==> src/rtl/crypto_dma_seq.sv <==
module crypto_dma_seq #(
  parameter int AW = 32,
  parameter int LW = 16,
  parameter int SW = 8,
  parameter int BURST = 16,
  parameter int HASH_BYTES = 32,
  parameter int ERR_BIT = 0
) (
  input  logic          clk,
  input  logic          rst_n,
  input  logic          op_valid,
  output logic          op_ready,
  input  logic [AW-1:0] op_src,
  input  logic [LW-1:0] op_len,
  input  logic [AW-1:0] op_dst,
  input  logic [AW-1:0] op_hash_dst,
  input  logic          op_cipher,
  input  logic          op_hash,
  output logic          eng_cfg_valid,
  output logic [LW+1:0] eng_cfg_word,
  output logic          eng_go,
  input  logic          rq_in,
  input  logic          rq_out,
  input  logic          rq_hash,
  output logic          ch1_req,
  output logic [AW-1:0] ch1_addr,
  output logic [LW-1:0] ch1_len,
  output logic          ch1_to_mem,
  input  logic          ch1_ack,
  output logic          ch2_req,
  output logic [AW-1:0] ch2_addr,
  output logic [LW-1:0] ch2_len,
  input  logic          ch2_ack,
  output logic          eng_stat_rd,
  input  logic          eng_stat_ack,
  input  logic [SW-1:0] eng_stat,
  output logic          done,
  output logic          done_err,
  output logic [SW-1:0] done_status
);
  localparam logic [LW-1:0] BLEN = LW'(BURST);
  localparam logic [LW-1:0] HLEN = LW'(HASH_BYTES);

  typedef enum logic [2:0] {S_IDLE, S_SETUP, S_GO, S_L1, S_L2, S_WAIT, S_STAT, S_FIN} st_t;
  st_t st;

  logic [AW-1:0] src_q, dst_q, hdst_q;
  logic [LW-1:0] len_q;
  logic          cip_q, hsh_q;
  logic [SW-1:0] stat_q;

  logic          c1_on, c1_ph;
  logic [AW-1:0] c1_addr;
  logic [LW-1:0] c1_rem, c1_blen;
  logic          c2_on;
  logic [AW-1:0] c2_addr;
  logic [LW-1:0] c2_rem, c2_blen;
  logic          c1_rq;

  assign op_ready      = (st == S_IDLE);
  assign eng_cfg_valid = (st == S_SETUP);
  assign eng_cfg_word  = {cip_q, hsh_q, len_q};
  assign eng_go        = (st == S_GO);
  assign eng_stat_rd   = (st == S_STAT);
  assign done          = (st == S_FIN);
  assign done_status   = stat_q;
  assign done_err      = stat_q[ERR_BIT];

  assign c1_blen    = c1_ph ? c1_rem : ((c1_rem < BLEN) ? c1_rem : BLEN);
  assign c2_blen    = (c2_rem < BLEN) ? c2_rem : BLEN;
  assign c1_rq      = c1_ph ? rq_hash : rq_in;
  assign ch1_addr   = c1_addr;
  assign ch1_len    = c1_blen;
  assign ch1_to_mem = c1_ph;
  assign ch2_addr   = c2_addr;
  assign ch2_len    = c2_blen;

  always_ff @(posedge clk or negedge rst_n) begin
    if (!rst_n) begin
      st <= S_IDLE;
      src_q <= '0; dst_q <= '0; hdst_q <= '0; len_q <= '0;
      cip_q <= 1'b0; hsh_q <= 1'b0; stat_q <= '0;
    end else begin
      case (st)
        S_IDLE:  if (op_valid) begin
                   st <= S_SETUP;
                   src_q <= op_src; dst_q <= op_dst; hdst_q <= op_hash_dst;
                   len_q <= op_len; cip_q <= op_cipher; hsh_q <= op_hash;
                 end
        S_SETUP: st <= S_GO;
        S_GO:    st <= S_L1;
        S_L1:    st <= S_L2;
        S_L2:    st <= S_WAIT;
        S_WAIT:  if (!c1_on && !c2_on) st <= S_STAT;
        S_STAT:  if (eng_stat_ack) begin
                   stat_q <= eng_stat;
                   st <= S_FIN;
                 end
        default: st <= S_IDLE;
      endcase
    end
  end

  always_ff @(posedge clk or negedge rst_n) begin
    if (!rst_n) begin
      c1_on <= 1'b0; c1_ph <= 1'b0; c1_addr <= '0; c1_rem <= '0; ch1_req <= 1'b0;
    end else if (st == S_L1) begin
      c1_on <= 1'b1; c1_ph <= 1'b0; c1_addr <= src_q; c1_rem <= len_q; ch1_req <= 1'b0;
    end else if (ch1_req) begin
      if (ch1_ack) begin
        ch1_req <= 1'b0;
        c1_addr <= c1_addr + AW'(c1_blen);
        c1_rem  <= c1_rem - c1_blen;
      end
    end else if (c1_on) begin
      if (c1_rem == '0) begin
        if (!c1_ph && hsh_q) begin
          c1_ph <= 1'b1; c1_addr <= hdst_q; c1_rem <= HLEN;
        end else begin
          c1_on <= 1'b0;
        end
      end else if (c1_rq) begin
        ch1_req <= 1'b1;
      end
    end
  end

  always_ff @(posedge clk or negedge rst_n) begin
    if (!rst_n) begin
      c2_on <= 1'b0; c2_addr <= '0; c2_rem <= '0; ch2_req <= 1'b0;
    end else if (st == S_L2) begin
      c2_on <= cip_q; c2_addr <= dst_q; c2_rem <= len_q; ch2_req <= 1'b0;
    end else if (ch2_req) begin
      if (ch2_ack) begin
        ch2_req <= 1'b0;
        c2_addr <= c2_addr + AW'(c2_blen);
        c2_rem  <= c2_rem - c2_blen;
      end
    end else if (c2_on) begin
      if (c2_rem == '0) c2_on <= 1'b0;
      else if (rq_out)  ch2_req <= 1'b1;
    end
  end

  a_r2_go_after_cfg: assert property (@(posedge clk) disable iff (!rst_n)
    eng_go |-> $past(eng_cfg_valid));
  a_r3_req_held: assert property (@(posedge clk) disable iff (!rst_n)
    (ch1_req && !ch1_ack) |=> (ch1_req && $stable(ch1_addr) && $stable(ch1_len)));
  a_r5_burst_bound: assert property (@(posedge clk) disable iff (!rst_n)
    ch2_req |-> (ch2_len != '0 && ch2_len <= BLEN));
  a_r6_no_ch2_hashonly: assert property (@(posedge clk) disable iff (!rst_n)
    ch2_req |-> eng_cfg_word[LW+1]);
  a_r7_stat_before_done: assert property (@(posedge clk) disable iff (!rst_n)
    done |-> ($past(eng_stat_rd && eng_stat_ack) && !ch1_req && !ch2_req));
  a_r9_busy_not_ready: assert property (@(posedge clk) disable iff (!rst_n)
    (ch1_req || ch2_req || eng_go) |-> !op_ready);
endmodule

==> config.mk <==
export PLATFORM = sky130hd
export DESIGN_NAME = crypto_dma_seq
export DESIGN_NICKNAME = d
export VERILOG_FILES = /design/src/rtl/crypto_dma_seq.sv
export SDC_FILE = /design/constraint.sdc
export NUM_CORES = 1
export LEC_CHECK = 0
export BUFFER_PORTS_ARGS = -buffer_cell sky130_fd_sc_hd__buf_2
export CORE_ASPECT_RATIO = 0.5
export CORE_MARGIN = 2
export CORE_UTILIZATION = 46
export DETAILED_ROUTE_END_ITERATION = 8
export PLACE_DENSITY = 0.71
export SYNTH_ARGS = -nofsm -noshare
export SYNTH_HDL_FRONTEND = slang
export SYNTH_SLANG_ARGS = --single-unit
==> constraint.sdc <==
create_clock -name clk -period 3.5 [get_ports clk]
set_input_delay 0.35 -clock clk [delete_from_list [all_inputs] [get_ports clk]]
set_output_delay 0.35 -clock clk [all_outputs]
set_load 0.005 [all_outputs]
-- Yosys cells after proc, flatten, opt, wreduce, memory -nomap -nowiden
Index checks and enable logic that the tools add are counted.
- add/subtract/negate cells: 4
- magnitude comparators: 2
- eq/ne operators: 13
- mux-type cells: 52
- reductions and logical operators: 22
- operators by type and width (kind ; count):
    $mux 32 ; 9
    $mux 16 ; 12
    $add 32x16->32 ; 2
    $logic_not 16->1 ; 2
    $lt 16x5->1 const B ; 2
    $sub 16x16->16 ; 2
    $mux 1 ; 27
    $pmux 3 s7 ; 1
    $eq 3x3->1 const B ; 4
    $reduce_bool 2->1 ; 5
    $mux 3 ; 3
    $reduce_bool 3->1 ; 3
    $reduce_and 4->1 ; 2
    $eq 3x2->1 const B ; 2
    $ne 2x1->1 const B ; 3
    $reduce_and 2->1 ; 3
    $ne 2x2->1 const B ; 2
    $eq 3x1->1 const B ; 1
    $logic_not 1->1 ; 3
    $logic_not 3->1 ; 1
    $ne 3x1->1 const B ; 1
    $reduce_and 3->1 ; 1
    $logic_and 1x1->1 ; 2
- flip-flop bits (word level): 226
- input bits: 131
- output and inout port bits: 131
- word-level logic and storage cells: 110

-- Depth between registers and ports, before layout
Gate-level depths: netlist of run 1.
- depth after elaboration: 7
- depth in mapped cells: 15
- depth with buffers taken out: 15

-- Worst setup path before layout of run 1
OpenSTA, ideal clock, no wires.
- path type: reg2reg
- start point: register c1_rem[9]
- end point: register c1_addr[26] (netlist: ch1_addr[26])
- library setup time: 126 ps
- data arrival time: 3482 ps
- required time: 3374 ps
- path slack: -108 ps
- stages on the path, launching flop included: 15
- buffers on the path: 0
- period minus slack after synthesis: 3608 ps
- path through: dfrtp_1 -> nor4_4 -> a31oi_1 -> nor2_1 -> ha_1 -> inv_1 -> fa_1 -> and2b_1 -> o211ai_2 -> a21boi_4 -> o211ai_2 -> a31oi_4 -> nor2_2 -> or4_1 -> a311o_1
- longest elaborated chain between the ends: 7
- elaborated cells on any way between the ends: 10
- those cells by class: 1 x add/sub; 1 x order compare; 5 x mux; 3 x reduce/logical
- RTL lines (element ; line ; RTL):
    from (decl) ; 54 ; logic [LW-1:0] c1_rem, c1_blen;
    from (signal assigned) ; 113 ; c1_rem <= c1_rem - c1_blen;
    $lt 16x5->1 ; 69 ; assign c1_blen = c1_ph ? c1_rem : ((c1_rem < BLEN) ? c1_rem : BLEN);
    $mux 16 (2 in a row) ; 69 ;
    named net ch1_len[0] ; 27 ; output logic [LW-1:0] ch1_len,
    $add 32x16->32 ; 112 ; c1_addr <= c1_addr + AW'(c1_blen);
    $mux 32 ; 110 ; if (ch1_ack) begin
    $mux 32 ; 109 ; end else if (ch1_req) begin
    $mux 32 ; 107 ; end else if (st == S_L1) begin
    to (signal assigned) ; 112 ;
    to (decl) ; 53 ; logic [AW-1:0] c1_addr;
The timed path passes the listed nets, and every way through them passes these cells. The select of a mux whose other input is x is not followed.
A chain may end at the register's enable or synchronous reset.

-- Worst setup path in the final report of run 1
- start point: register c2_rem[11]
- end point: register c2_addr[28] (netlist: ch2_addr[28])
- longest elaborated chain between the ends: 6
- RTL lines (element ; line ; RTL):
    from (decl) ; 57 ; logic [LW-1:0] c2_rem, c2_blen;
    from (signal assigned) ; 137 ; c2_rem <= c2_rem - c2_blen;
    $lt 16x5->1 ; 70 ; assign c2_blen = (c2_rem < BLEN) ? c2_rem : BLEN;
    $mux 16 (*) ; 70 ;
    $add 32x16->32 (*) ; 136 ; c2_addr <= c2_addr + AW'(c2_blen);
    $mux 32 (*) ; 134 ; if (ch2_ack) begin
    $mux 32 (*) ; 133 ; end else if (ch2_req) begin
    $mux 32 (*) ; 131 ; end else if (st == S_L2) begin
    to (signal assigned) ; 136 ;
    to (decl) ; 56 ; logic [AW-1:0] c2_addr;
Mark *: on every way between the ends. The rest lies on a longest branch, timed or not. The select of a mux whose other input is x is not followed.

==> out/metrics.cfg, run 1 <==
[detailed_routing]
via_per_inst = 5.54
drc = 0
wl_per_cell_um = 18.1
first_pass_iters = 5
route.vias.total = 11100
ant_nets = 0
wl_mm = 36.2
drt_iter0_drc = 841

[grt]
grt_max_degree = 83
gr-total-overflow = 0
antenna_found_initial = 1
grt_pass1_vias = 10900
grt_usage = 0.242
grt_pass1_wl_mm = 57.3

[final_layout]
final_area_sq_um = 16000
drive_gt1_frac = 0.339
area_growth_pct = 23.8
nets = 1781

[clocking]
cts_root_buf = clkbuf_16
cts_buffer_depth = 3
cts_buffers = 23
cts.clk_slew.worst_paths_ns = 0.07
cts_tree = yes
cts.sinks = 226
clock_latency_ns = 0.54
htreeDepth = 1

[logic_synthesis]
ys_ff_latch = 226
syn_inst = 1307
synth_cell_type_count = 79
synth_edf_count = 0
netlist_area_sq_um = 12900
synth_ff_type = dfrtp_1
yosysSeqAreaShare = 0.439
ys_warn_count = 0
synthArstFlopShare = 1.00
syn_avg_cell_area_sq_um = 9.86

[floorplanning]
top_level_ports = 262
die_x_um = 241
die_h_um = 122
core-area_sq_um = 27600
row_count = 43
start_util = 0.467
floorplan.die_area_sq_um = 29500

[place]
place_area_sq_um = 14900
hpwl_mm = 26.2
portBuffers = 250
place_ws_ns = -0.124
place_congestion = 0.923

[run_status]
status = complete, no violations

[critical_path]
ff2ff_setup_slack_ns = 0.008
path_depth = 15
critPathTopFamily = simple AND/OR/NAND/NOR gates
critPathMaxStageDelay_ns = 0.41
r2r-start = c2_rem[11]
critPathLaunchType = flip-flop
critPathBufInv = 1
r2r_cells = 15
cpMostUsedCell = nor4_4
rr_endpoint = ch2_addr[28]
path_max_fanout = 7
cp.required_ns = 3.91
cp_slowest_cell = dfrtp_1
cp.arrival_ns = 3.90
worstSetupEndpointType = flip-flop
path_class = reg -> reg
path_cells = nor4_4 -> nand2b_1 -> nor4_4 -> and2_4 -> ha_4 -> inv_1 -> fa_2 -> and2b_2 -> o31ai_2 -> o211ai_2 -> o41ai_4 -> o21a_4 -> nor4b_4 -> xnor2_1 -> o21ai_1

[sta]
period_minus_slack_ns = 3.49
max_freq_mhz = 286
fin_ws_ns = 0.00762
grt_setup_unrepaired = yes
hold_viol = 0
finalSetupViolCount = 0
setup_tns_ns = 0
drv_slew = 0
relSlewSlack = 0.400
timing.final.crit_share = 0.998
worst_pin_slew_ns = 0.901
fin_skew_ns = 0.0260

[run]
maxCapViolations = 0

[min_path]
hp-class = in -> reg
hold_depth = 2
worst_hold_startpoint = eng_stat[1]
holdPathEnd = done_status[1]

[pwr]
seqPwrFrac = 0.359
clkPwrFrac = 0.189
leakage_uw = 0.00727
fin_total_pwr_uw = 14600
max-vdd-ir-drop_v = 0.000435
power_frac_comb = 0.453
sw_frac_of_total = 0.398
powerDensity_nw_per_um2 = 912
p_int_uw = 8770
switching_power_uw = 5790

-- cells by family (layout without fill, tap and decap cells) --
kind of cell / count (synthesis) / count (layout) / synth area share
and+or+nand+nor: 404 / 404 / 0.159
xor gates and xnor gates: 52 / 52 / 0.0353
AOI/OAI and AO/OA: 321 / 321 / 0.159
buffers and inverters: 116 / 400 / 0.0387
adders and majority gates: 52 / 52 / 0.0522
DFF: 226 / 226 / 0.439
muxes: 134 / 134 / 0.116
other: 2 / 24 / 0.000583
-- Yosys cell counts, types with 6 or more instances --
cell      number  area share
xor2_1        13      0.0088
nor4_1        11      0.0053
a31oi_1       21       0.010
nand2b_1       7      0.0034
dfrtp_1      226        0.44
a21oi_1       80       0.031
nand4_1        6      0.0029
buf_2          9      0.0035
nor3b_1       22       0.013
buf_4         14      0.0082
o21a_1        11      0.0064
o21ai_0       94       0.037
a221oi_1       6      0.0041
ha_1          49       0.048
a21o_1        25       0.015
mux2i_1       10      0.0078
nor2_1        90       0.026
and3_1        10      0.0049
or3_1          7      0.0034
o21ai_1        6      0.0023
a211oi_1       6      0.0035
buf_1          6      0.0017
nand2_1      145       0.042
xnor2_1       39       0.027
and2_1        20      0.0097
o211ai_1      12      0.0070
nor2b_1       13      0.0063
inv_1         42       0.012
nand3_1       25      0.0097
clkbuf_1      45       0.013
o22ai_1        9      0.0044
mux2_2       124        0.11
nor3_1        19      0.0074
-- metrics by stage --
step | std cells | util | hold WS [ns]
4_1_cts | 1987 | 0.571 | 0.0256
6_report | 1995 | 0.578 | 0.0463
3_3_place_gp | 1946 | 0.540 | 0.387
5_1_grt | 1995 | 0.578 | 0.0359
2_1_floorplan | 1328 | - | 0.0544
3_5_place_dp | 1946 | 0.540 | 0.389
-- power groups by stage --
stage	clock network (uW)	logic (uW)	registers, uW
after global placement	0	6140	5160
after CTS	2790	6400	5180
after global routing	2910	7300	5380
after detailed placement	0	6350	5210
after floorplan	0	4470	4810
final	2750	6590	5220
-- registers in the layout (all words and copies together) (netlist names) --
register,cells
hsh_q,1
dst_q,32
done_status,8
c2_rem,16
cip_q,1
st,3
ch2_req,1
hdst_q,32
ch2_addr,32
ch1_addr,32
ch1_req,1
src_q,32
c1_rem,16
c2_on,1
c1_on,1
ch1_to_mem,1
len_q,16
-- layout by cell type (no fill, tap or decap), drive strengths merged, types with 30 or more instances in the layout --
master,instances
a21oi,80
buf,318
clkbuf,30
dfrtp,226
ha,49
inv,42
mux2,124
nand2,146
nor2,91
o21ai,100
xnor2,39
-- worst max path at each step --
stage                     from           end
finish              c2_rem[11]  ch2_addr[28]
global route        c2_rem[11]  ch2_addr[28]
CTS                  c2_rem[5]  ch2_addr[26]
detailed placement   c2_rem[8]   ch2_addr[8]
global placement     c2_rem[8]  ch2_addr[28]
floorplan           c1_rem[12]  ch1_addr[26]
-- layout make-up --
type	count	area, sq um
Antenna cell	1	2.50
Fill cell	2382	11600
Multi-Input combinational cell	986	7040
Inverter	42	158
Tap cell	382	478
Sequential cell	226	5660
Clock inverter	9	173
Timing Repair Buffer	319	1810
Clock buffer	30	642
-- routing by layer --
layer / part of all wire / vias up / GRT usage
met3: 0.045 / 72 / 0.0360
met4: 0.028 / 0 / 0.0722
li1: - / 5236 / -
met2: 0.48 / 265 / 0.412
met1: 0.44 / 5479 / 0.323
met5: 0 / - / 0
-- repair_timing --
item	4_1_cts	5_1_grt
hold buffers	1	0
setup endpoints to repair	17	32
hold endpoints to repair	78	0
pin swaps	2	25
buffers inserted	1	7
gates resized for setup	8	41
Note: power is estimated with default switching activity, not from simulation.
==> run 2, diff against run 1 <==
--- a/config.mk
+++ b/config.mk
@@ -10,6 +10,7 @@
 export CORE_MARGIN = 2
 export CORE_UTILIZATION = 46
 export DETAILED_ROUTE_END_ITERATION = 8
+export GPL_TIMING_DRIVEN = 0
 export PLACE_DENSITY = 0.71
 export SYNTH_ARGS = -nofsm -noshare
 export SYNTH_HDL_FRONTEND = slang
==> run 2 against run 1 <==
Effect of this change:
- the flow now finishes with violations (negative setup slack)
- maximum frequency fell by 1.5%
- worst setup slack got worse by 0.053 ns
- flip-flop and latch count did not move
- hold slack worse by 0.012 ns
- sequential share of layout area decreased by 0.68 points
- count of clock-buffer cells in the layout increased by 2
- wire length rose by 13%
- via count increased by 4.5%
- final cell count up 2.8%
- cell area rose by 2.1%
- die area did not move
- critical endpoint is now ch1_addr[26]
- largest cell class unchanged
==> out/metrics.cfg, run 2 (synthesized netlist as in run 1, its figures left out) <==
[critical_path]
rr_endpoint = ch1_addr[26]
critPathMaxStageDelay_ns = 0.50  ; +0.09 ns
r2r_cells = 15  ; unchanged
cp_slowest_cell = or4_1
path_max_fanout = 4  ; -3
r2r-start = c1_rem[7]
critPathLaunchType = flip-flop
ff2ff_setup_slack_ns = -0.05  ; -0.05 ns
path_cells = nor4_4 -> buf_4 -> a31oi_4 -> nor2_4 -> ha_4 -> inv_2 -> fa_2 -> and2b_1 -> o211ai_2 -> a21boi_4 -> o211ai_2 -> a31oi_4 -> nor2_4 -> or4_1 -> a311o_1
cp.required_ns = 3.91  ; about the same
worstSetupEndpointType = flip-flop
path_class = reg -> reg
cp.arrival_ns = 3.96  ; +0.06 ns

[grt]
grt_pass1_vias = 11000  ; +0.77%
grt_pass1_wl_mm = 61.9  ; +8.0%
grt_usage = 0.272  ; +0.0300
antenna_found_initial = 2  ; +1
grt_max_degree = 82  ; -1.2%
gr-total-overflow = 0  ; unchanged

[detailed_routing]
drc = 0  ; unchanged
route.vias.total = 11600  ; +4.5%
drt_iter0_drc = 961  ; +14%
wl_per_cell_um = 20.0  ; +10%
via_per_inst = 5.63  ; +1.7%
ant_nets = 0  ; unchanged
first_pass_iters = 7  ; +2
wl_mm = 41.0  ; +13%

[final_layout]
final_core_util = 0.591  ; +0.0124
area_growth_pct = 26.5
drive_gt1_frac = 0.347  ; +0.00802
final_common_cell = buf_2
layout_common_cells = buf_2, dfrtp_1, nand2_1
fillCellCount = 2413  ; +1.3%
nets = 1834  ; +3.0%

[floorplanning]
row_count = 43  ; unchanged
die_h_um = 122  ; unchanged
top_level_ports = 262  ; unchanged
core-area_sq_um = 27600  ; unchanged
start_util = 0.467  ; unchanged
die_x_um = 241  ; unchanged
floorplan.die_area_sq_um = 29500  ; unchanged

[pwr]
leakage_uw = 0.00732  ; +0.71%
max-vdd-ir-drop_v = 0.000390  ; -10%
fin_total_pwr_uw = 14700  ; +0.78%
powerDensity_nw_per_um2 = 900  ; -1.3%

[sta]
fin_ws_ns = -0.0457  ; -0.0533 ns
hold_viol = 0  ; unchanged
max_freq_mhz = 282  ; -1.5%
worst_pin_slew_ns = 1.23  ; +0.326 ns
finalSetupViolCount = 1  ; +1
timing.final.crit_share = 1.01  ; +0.0152
drv_slew = 0  ; unchanged
grt_setup_unrepaired = yes
fin_skew_ns = 0.0201  ; -0.00589 ns
relSlewSlack = 0.179  ; -0.220
hold_ws_ns = 0.0344  ; -0.0119 ns
period_minus_slack_ns = 3.55  ; +0.0533 ns

[clocking]
cts_buffer_depth = 3  ; unchanged
cts_tree = yes
htreeDepth = 1  ; unchanged
clock_latency_ns = 0.53  ; about the same
cts.clk_slew.worst_paths_ns = 0.07  ; about the same
cts.sinks = 226  ; unchanged
cts_root_buf = clkbuf_16
cts_buffers = 22  ; -4.3%

[place]
place_congestion = 0.917  ; -0.60%
portBuffers = 250  ; unchanged
place_ws_ns = -0.472  ; -0.347 ns
hpwl_mm = 29.0  ; +10%

[min_path]
hold_depth = 3  ; +1
hp-class = in -> reg
holdPathEnd = dst_q[8]
worst_hold_startpoint = op_dst[8]

[run]
maxCapViolations = 0  ; unchanged

[run_status]
violations = negative setup slack
status = finished, violations left

==> run 2: cell count changes in the layout (fill, tap and decap cells not counted), sizes merged <==
cell      delta
clkbuf      +46
buf          +9
bufinv       -5
clkinvlp     +3
clkinv       +1
diode        +1
o21ai        +1
==> run 2: how the worst max path moves through the flow <==
stage	from	endpoint	cells past startpoint	slack [ns]
floorplan	c1_rem[12]	ch1_addr[26]	14	-0.003
global placement	rst_n	dst_q[6]	1	-1.98
detailed placement	c1_rem[11]	ch1_addr[26]	14	-0.47
CTS	c1_rem[7]	ch1_addr[26]	15	-0.05
global route	c1_rem[7]	ch1_addr[26]	15	-0.19
finish	c1_rem[7]	ch1_addr[26]	15	-0.05
==> run 2: area by class of cell <==
| type | instances | area (sq um) | area share |
|---|---|---|---|
| well taps | 382 | 478 | 0.0293 |
| diodes | 2 | 5.00 | 0.000307 |
| flip-flops and latches | 226 | 5670 | 0.348 |
| multi-input cells | 987 | 7250 | 0.445 |
| plain buffers | 73 | 342 | 0.0210 |
| repair buffers | 299 | 1680 | 0.103 |
| clock buffers | 32 | 659 | 0.0405 |
| clock inverters | 8 | 53.8 | 0.00330 |
| inverters | 42 | 163 | 0.00998 |
==> run 2: per-layer routing <==
metal	vias up	global-route usage	part of all wire
met5	-	0	0
met4	0	0.0862	0.027
met3	92	0.0479	0.066
met2	428	0.448	0.48
met1	5665	0.369	0.43
li1	5366	-	-
==> run 2: through the flow <==
stage / setup TNS (ns) / instances / instance area [sq um]
after floorplan: -0.00335 / 1328 / 13000
after global placement: -450.50 / 1960 / 14700
after detailed placement: -10.94 / 1962 / 14800
after CTS: -0.0488 / 2021 / 15800
after global routing: -1.44 / 2050 / 16300
final: -0.0457 / 2051 / 16300
==> run 2: report_power, final <==
part           switching, uW  leakage [uW]  internal (uW)
clock                   1090      0.000341           1320
combinational           3820       0.00428           3250
sequential              1250       0.00270           3940
==> run 2: critical path, delay by kind of cell (launching register included) <==
family	cells	cell delay, ns
buffers and inverters	2	0.22
AOI/OAI and AO/OA	6	1.03
and+or+nand+nor	5	1.26
DFF	1	0.43
adders and majority gates	2	0.49
==> run 2: timing repair <==
| item | 4_1_cts | 5_1_grt |
|---|---|---|
| gates cloned | 1 | 0 |
| buffers inserted | 18 | 29 |
| hold buffers | 1 | 0 |
| pin swaps | 23 | 47 |
| setup endpoints to repair | 41 | 46 |
| hold endpoints to repair | 65 | 0 |
| gates resized for setup | 27 | 82 |
